<file path="config.mk">
export PLATFORM = sky130hd
export DESIGN_NAME = iot_flag_skip_unit
export DESIGN_NICKNAME = d
export VERILOG_FILES = /design/src/rtl/iot_skip_pkg.sv /design/src/rtl/iot_field_decode.sv /design/src/rtl/iot_flag_map.sv /design/src/rtl/iot_status_pack.sv /design/src/rtl/iot_flag_skip_unit.sv
export SDC_FILE = /design/constraint.sdc
export NUM_CORES = 1
export LEC_CHECK = 0
export BUFFER_PORTS_ARGS = -buffer_cell sky130_fd_sc_hd__buf_2
export CORE_MARGIN = 4
export CORE_UTILIZATION = 47
export DETAILED_ROUTE_END_ITERATION = 12
export GPL_TIMING_DRIVEN = 0
export PLACE_DENSITY = 0.85
export SETUP_SLACK_MARGIN = 0.2
export SYNTH_ARGS = -nofsm -noshare
export SYNTH_HDL_FRONTEND = slang
export SYNTH_HIERARCHICAL = 1
export SYNTH_SLANG_ARGS = --single-unit
</file>
<file path="constraint.sdc">
create_clock -name clk -period 5 [get_ports clk]
set_input_delay 0.5 -clock clk [delete_from_list [all_inputs] [get_ports clk]]
set_output_delay 0.5 -clock clk [all_outputs]
set_load 0.01 [all_outputs]
</file>
<file path="src/rtl/iot_skip_pkg.sv">
// Package: shared field layout, code constants and flag-to-device map
// for the I/O flag skip unit. Assumes instruction bit 0 is vector bit 17.
package iot_skip_pkg;

    localparam logic [5:0] IOT_OPCODE = 6'o70;
    localparam logic [1:0] SUB_TEST   = 2'b00;
    localparam logic [3:0] PSEL_TEST  = 4'b0001;
    localparam logic [5:0] DEV_STATUS = 6'o03;
    localparam logic [5:0] LOW_STATUS = 6'o14;
    localparam logic [1:0] EVT_TEST   = 2'd1;

    localparam int BASE_FLAGS  = 14;
    localparam int GROUP_FLAGS = 7;
    localparam int NAMED_FLAGS = 10;

    // Instruction word split into its fields, most significant first.
    typedef struct packed {
        logic [5:0] opcode;
        logic [5:0] device;
        logic [1:0] subdev;
        logic [3:0] psel;
    } iot_word_t;

    // Device code that tests flag k.
    function automatic logic [5:0] flag_device(input int k);
        if (k < 6)
            return 6'(k);
        else if (k < NAMED_FLAGS)
            return 6'o64 + 6'(k - 6);
        else
            return 6'o10 + 6'(k - NAMED_FLAGS);
    endfunction

endpackage

</file>
<file path="src/rtl/iot_field_decode.sv">
// Field decoder: splits the instruction word and classifies it as an
// I/O transfer, a flag test or a status read. Purely combinational.
module iot_field_decode
    import iot_skip_pkg::*;
(
    input  logic [17:0] word,
    output logic [5:0]  device,
    output logic        is_iot,
    output logic        is_test,
    output logic        is_status
);

    iot_word_t w;

    assign w = iot_word_t'(word);

    // Classify the word by opcode, subdevice and pulse select.
    always_comb begin
        device    = w.device;
        is_iot    = (w.opcode == IOT_OPCODE);
        is_test   = is_iot && (w.subdev == SUB_TEST) && (w.psel == PSEL_TEST);
        is_status = is_iot && (w.device == DEV_STATUS) && ({w.subdev, w.psel} == LOW_STATUS);
    end

endmodule

</file>
<file path="src/rtl/iot_flag_map.sv">
// Flag selector: compares the device code against the fixed code of every
// flag input and returns the selected flag. An unmapped code selects nothing.
module iot_flag_map
    import iot_skip_pkg::*;
#(
    parameter int NFLAG = 14
) (
    input  logic [5:0]       device,
    input  logic [NFLAG-1:0] flags,
    output logic             sel_flag
);

    logic [NFLAG-1:0] hit;

    // One comparator per flag input.
    for (genvar k = 0; k < NFLAG; k++) begin : g_cmp
        assign hit[k] = (device == flag_device(k));
    end

    assign sel_flag = |(hit & flags);

endmodule

</file>
<file path="src/rtl/iot_status_pack.sv">
// Status packer: places the status sources into the accumulator image.
// Instruction bit n sits at vector bit 17-n; unassigned bits are zero.
module iot_status_pack (
    input  logic        int_en,
    input  logic        clk_en,
    input  logic        tape_int,
    input  logic [5:0]  base_flags,
    output logic [17:0] image
);

    localparam int B_IE   = 17;
    localparam int B_RDR  = 16;
    localparam int B_PUN  = 15;
    localparam int B_KBD  = 14;
    localparam int B_PRT  = 13;
    localparam int B_DSP  = 12;
    localparam int B_OVF  = 11;
    localparam int B_CEN  = 10;
    localparam int B_TAPE = 9;

    // Build the image bit by bit.
    always_comb begin
        image         = '0;
        image[B_IE]   = int_en;
        image[B_RDR]  = base_flags[1];
        image[B_PUN]  = base_flags[2];
        image[B_KBD]  = base_flags[3];
        image[B_PRT]  = base_flags[4];
        image[B_DSP]  = base_flags[5];
        image[B_OVF]  = base_flags[0];
        image[B_CEN]  = clk_en;
        image[B_TAPE] = tape_int;
    end

endmodule

</file>
<file path="src/rtl/iot_flag_skip_unit.sv">
// Top: I/O flag skip unit. Registers the device pulse, the skip request and
// the status image one cycle after exec. Assumes exec is a one-cycle strobe
// per executed instruction and that flags are stable around it.
module iot_flag_skip_unit
    import iot_skip_pkg::*;
#(
    parameter  int N_EXP = 0,
    localparam int NFLAG = BASE_FLAGS + GROUP_FLAGS * N_EXP
) (
    input  logic             clk,
    input  logic             rst_n,
    input  logic [17:0]      instr,
    input  logic             exec,
    input  logic [1:0]       evt_time,
    input  logic [NFLAG-1:0] flags,
    input  logic             int_en,
    input  logic             clk_en,
    input  logic             tape_int,
    output logic             skip_req,
    output logic             dev_pulse,
    output logic [5:0]       dev_code,
    output logic             status_valid,
    output logic [17:0]      status_word
);

    logic [5:0]  device;
    logic        is_iot;
    logic        is_test;
    logic        is_status;
    logic        sel_flag;
    logic [17:0] image;

    iot_field_decode u_dec (
        .word      (instr),
        .device    (device),
        .is_iot    (is_iot),
        .is_test   (is_test),
        .is_status (is_status)
    );

    iot_flag_map #(.NFLAG(NFLAG)) u_map (
        .device   (device),
        .flags    (flags),
        .sel_flag (sel_flag)
    );

    iot_status_pack u_pack (
        .int_en     (int_en),
        .clk_en     (clk_en),
        .tape_int   (tape_int),
        .base_flags (flags[5:0]),
        .image      (image)
    );

    // Register all outputs one cycle after the execute strobe.
    always_ff @(posedge clk) begin
        if (!rst_n) begin
            skip_req     <= 1'b0;
            dev_pulse    <= 1'b0;
            dev_code     <= '0;
            status_valid <= 1'b0;
            status_word  <= '0;
        end else begin
            dev_pulse    <= exec && is_iot;
            dev_code     <= (exec && is_iot) ? device : 6'd0;
            skip_req     <= exec && is_test && (evt_time == EVT_TEST) && sel_flag;
            status_valid <= exec && is_status;
            status_word  <= (exec && is_status) ? image : 18'd0;
        end
    end

    p_skip_evt_r6: assert property (@(posedge clk) disable iff (!rst_n)
        skip_req |-> ($past(exec) && $past(evt_time) == EVT_TEST));

    p_skip_code_r3: assert property (@(posedge clk) disable iff (!rst_n)
        skip_req |-> ($past(instr[17:12]) == 6'o70 && $past(instr[5:0]) == 6'o01));

    p_skip_flag_r5: assert property (@(posedge clk) disable iff (!rst_n)
        skip_req |-> $past(|flags));

    p_pulse_r2: assert property (@(posedge clk) disable iff (!rst_n)
        dev_pulse |-> ($past(exec) && $past(instr[17:12]) == 6'o70
                       && dev_code == $past(instr[11:6])));

    p_skip_pulse_r11: assert property (@(posedge clk) disable iff (!rst_n)
        skip_req |-> dev_pulse);

    p_excl_r7: assert property (@(posedge clk) disable iff (!rst_n)
        !(skip_req && status_valid));

    p_stat_zero_r10: assert property (@(posedge clk) disable iff (!rst_n)
        (status_word[8:0] == 9'd0) && (status_valid || status_word == 18'd0));

    p_stat_src_r9: assert property (@(posedge clk) disable iff (!rst_n)
        status_valid |-> ($past(exec) && $past(instr) == 18'o700314));

endmodule

</file>
Word level (Yosys, flattened, before mapping)
Index checks and enable logic that the tools add are counted.
{"block": "word_totals", "regBits": 27, "latch_bits": 0, "ramBits": 0, "romBits": 0, "memories": 0}
{"block": "op_classes", "addsub": 0, "multipliers": 0, "n_div": 0, "magnitude_cmp": 0, "n_eq_ne": 17, "shifts": 0, "n_mux": 0, "bitwise": 1, "n_reduce_logical": 14}
{"cell": "6-bit by 4-bit == test with 1-bit output (second input constant)", "count": 5}
{"cell": "6-bit == test (second input constant)", "count": 5}
{"cell": "14-bit bitwise AND", "count": 1}
{"cell": "14-bit OR reduction", "count": 1}
{"cell": "6-bit by 2-bit == test with 1-bit output (second input constant)", "count": 2}
{"cell": "6-bit by 3-bit == test with 1-bit output (second input constant)", "count": 2}
{"cell": "1-bit logical AND", "count": 9}
{"cell": "6-bit by 1-bit == test with 1-bit output (second input constant)", "count": 1}
{"cell": "6-bit logical NOT", "count": 1}
{"cell": "4-bit by 1-bit == test with 1-bit output (second input constant)", "count": 1}
{"cell": "2-bit AND reduction", "count": 2}
{"cell": "2-bit by 1-bit == test with 1-bit output (second input constant)", "count": 1}
{"cell": "2-bit logical NOT", "count": 1}

Depth between registers and ports, before layout
{"block": "logic_depth", "ltp_word": 6, "ltp_mapped": 8, "ltp_nobuf": 6}

Modules after synthesis
The synthesis kept the hierarchy.
{"mod": "iot_flag_skip_unit", "n_inst": 1, "cells_each": 58, "area_per_inst_um2": 770.7, "seq_area_each_um2": 540.5}
{"mod": "iot_flag_map", "n_inst": 1, "cells_each": 18, "area_per_inst_um2": 152.6, "seq_area_each_um2": 0.0}
{"mod": "iot_status_pack", "n_inst": 1, "cells_each": 19, "area_per_inst_um2": 138.9, "seq_area_each_um2": 0.0}
{"mod": "iot_field_decode", "n_inst": 1, "cells_each": 15, "area_per_inst_um2": 111.4, "seq_area_each_um2": 0.0}

Least setup slack after synthesis
Ideal clock, no wire load.
{"block": "synth_timing", "path_type": "input port to flip-flop", "start": "input instr[5]", "end": "register status_word[10]", "setup_ns": 0.057, "t_arrival_ns": 1.957, "required_time_ns": 4.943, "setup_slack_ns": 2.986, "path_stages": 7, "n_path_buf": 2, "cell_sequence": "or3_1 -> or4_1 -> nor3_1 -> and3_1 -> buf_6 -> buf_8 -> and2_4"}
{"block": "synth_via", "elab_chain_len": 4}
{"item": "start: declaration", "line_no": "iot_flag_skip_unit.sv:12", "rtl": "input logic [17:0] instr,"}
{"item": "6-bit by 4-bit == test with 1-bit output", "line_no": "iot_field_decode.sv:22", "rtl": "is_status = is_iot && (w.device == DEV_STATUS) && ({w.subdev, w.psel} == LOW_STATUS);"}
{"item": "1-bit logical AND", "line_no": "iot_field_decode.sv:22"}
{"item": "net is_status", "line_no": "iot_flag_skip_unit.sv:29", "rtl": "logic is_status;"}
{"item": "1-bit logical AND", "line_no": "iot_flag_skip_unit.sv:68", "rtl": "status_word <= (exec && is_status) ? image : 18'd0;"}
{"item": "2-bit AND reduction (no line)"}
{"item": "end signal: assignment", "line_no": "iot_flag_skip_unit.sv:68"}
{"item": "end: declaration", "line_no": "iot_flag_skip_unit.sv:23", "rtl": "output logic [17:0] status_word"}
The timed path passes the listed nets, and every way through them passes these cells.
A chain may end at the register's enable or synchronous reset.

Worst setup path in the final report
{"block": "layout_timing", "start": "input instr[5]", "end": "register status_word[12]"}
Same word-level chain as after synthesis.

==> flow_metrics.env <==
export IMPL_diodes=0
export IMPL_drtIter0Drc=10
export IMPL_worstSetupStartpointType="primary input"
export IMPL_htree_levels=1
export IMPL_fin_cells=213
export IMPL_critPathKind="in -> reg"
export IMPL_cts_tree="yes"
export IMPL_drv_slew=0
export IMPL_syn_cell_area_sq_um=1170
export IMPL_period_needed_ps=1920
export IMPL_die_height_microns=58.0
export IMPL_min_from="evt_time[1]"
export IMPL_ys_seq_elements=27
export IMPL_grt_start_max_net_pins=15
export IMPL_rows=17
export IMPL_power_density_nw_per_um2=220
export IMPL_hold_buffers=0
export IMPL_start_util_pct=51.1
export IMPL_cts_setup_buffers=0
export IMPL_max_cap_viol_count=0
export IMPL_final_nets=226
export IMPL_routed_via_density=4.41
export IMPL_worstPathArrival_ps=2190
export IMPL_dp_hpwl_mm=1.96
export IMPL_path_max_fanout=10
export IMPL_syn_to_final_growth_pct=34.6
export IMPL_coreArea_sq_um=2300
export IMPL_root_buffer="clkbuf_4"
export IMPL_synth_top_area_share_pct=46.1
export IMPL_drc=0
export IMPL_antenna_found_initial=0
export IMPL_vdd_drop_max_mv=0.132
export IMPL_p_leak_nw=0.862
export IMPL_yosysSeqAreaShare_pct=46.1
export IMPL_dieWidth_microns=58.0
export IMPL_final_util_pct=68.8
export IMPL_synth_area_leaders="dfxtp_1, buf_4, and2_1"
export IMPL_max_freq_ghz=0.521
export IMPL_clock_sinks=27
export IMPL_routed_wl_mm=2.22
export IMPL_final_cell_area_sq_um=1580
export IMPL_clkSlewWorstSetupHoldPaths_ps=130
export IMPL_required_ps=5270
export IMPL_status="completed"
export IMPL_numPlacedInstances=209
export IMPL_drt_pass1_iterations=4
export IMPL_clockBufferDepth=2
export IMPL_synth_largest_area_cell="dfxtp_1"
export IMPL_postSynthCellCount=110
export IMPL_layout_common_cells="buf_2, dfxtp_1, buf_4, and2_1"
export IMPL_port_buffers=63
export IMPL_drtAntennaViolNets=0
export IMPL_placed_area_sq_um=1550
export IMPL_grt_setup_unrepaired="no"
export IMPL_grt_overflow=0
export IMPL_routedWlPerCell_microns=10.4
export IMPL_drive_gt1_share_pct=57.3
export IMPL_hold_path_class="in -> reg"
export IMPL_fin_tns_setup_ps=0
export IMPL_end_kind="flip-flop"
export IMPL_final_common_cell="buf_2"
export IMPL_ios=67
export IMPL_worstSetupStartpoint="instr[5]"
export IMPL_gp_congestion=0.738
export IMPL_numCtsBuffers=3
export IMPL_grt_pass1_wl_mm=3.76
export IMPL_yosysWarnings=6
export IMPL_track_usage_pct=14.5
export IMPL_die_area_sq_um=3360
export IMPL_ys_types=25
export IMPL_setup_viol=0
export IMPL_grt_pass1_vias=980
export IMPL_cts_resized=0
export IMPL_via_count=939
export IMPL_hold_viol_final=0
export IMPL_final_period_utilization_pct=38.4
export IMPL_syn_area_per_cell_sq_um=10.7
export IMPL_finalHoldWorstSlack_ps=330
==> through the flow <==
step	worst slack, ps	total power [mW]
detailed placement	2720	0.263
floorplan	2990	0.245
finish	3080	0.348
global route	3010	0.367
CTS	3060	0.350
global placement	2800	0.262
==> power by group <==
group / leakage, nW / switching (mW) / internal, mW / total (mW)
Combinational: 0.630 / 0.0154 / 0.0279 / 0.0433
Sequential: 0.217 / 0.0000239 / 0.215 / 0.215
Clock: 0.0150 / 0.0582 / 0.0311 / 0.0894
Total: 0.862 / 0.0736 / 0.274 / 0.348
==> registers in the layout (all words and copies together), names as in the netlist <==
register	count
dev_code	6
dev_pulse	1
skip_req	1
status_valid	1
status_word	18
==> worst paths after layout <==
path	slack (ps)	cells after the start	end
worst min-delay path	330	2	skip_req$_SDFF_PN0_
worst max-delay path	3080	8	status_word[12]$_SDFF_PN0_
==> cells by family (layout without fill, tap and decap cells) <==
| kind of cell | Yosys count | in the layout | synth area share, % |
|---|---|---|---|
| simple gates | 45 | 45 | 26.1 |
| buf+inv | 29 | 96 | 19.3 |
| flops | 27 | 27 | 46.1 |
| mux | 6 | 6 | 6.18 |
| compound gates | 2 | 2 | 2.03 |
| other cells | 1 | 9 | 0.320 |
==> synthesized netlist by cell type <==
| cell type | number |
|---|---|
| or3_1 | 1 |
| dfxtp_1 | 27 |
| nor4b_2 | 1 |
| nor3b_1 | 2 |
| o2111ai_2 | 1 |
| mux2i_1 | 5 |
| buf_6 | 2 |
| nand2_1 | 2 |
| buf_2 | 1 |
| nand3b_1 | 1 |
| nand3_1 | 3 |
| and2_4 | 9 |
| nand4b_1 | 1 |
| and2_1 | 15 |
| nor4_1 | 2 |
| and3_1 | 2 |
| or4_1 | 1 |
| inv_1 | 1 |
| nor3_1 | 4 |
| conb_1 | 1 |
| o311ai_0 | 1 |
| buf_4 | 24 |
| nand4_1 | 1 |
| buf_8 | 1 |
| mux4_2 | 1 |
==> worst max-delay path, stage by stage <==
cell    delay (ps)
buf_2           90
or3_1          340
or4_1          450
nor3_1         220
and3_1         190
buf_6          130
buf_8          120
and2_4         130
==> metal layers <==
layer	up-vias	part of all wire (%)	GRT usage, %
li1	479	-	-
met5	-	0	0
met2	44	53	28.2
met3	4	10	4.01
met1	412	34	13.8
met4	0	1.7	6.95
==> layout make-up <==
| type | instances | area [sq um] |
|---|---|---|
| Multi-Input combinational cell | 62 | 437 |
| Buffer | 28 | 223 |
| Clock buffer | 4 | 26.3 |
| Tap cell | 28 | 35.0 |
| Fill cell | 189 | 717 |
| Inverter | 1 | 3.75 |
| Timing Repair Buffer | 63 | 315 |
| Sequential cell | 27 | 541 |
Note: power is estimated with default switching activity, not from simulation.
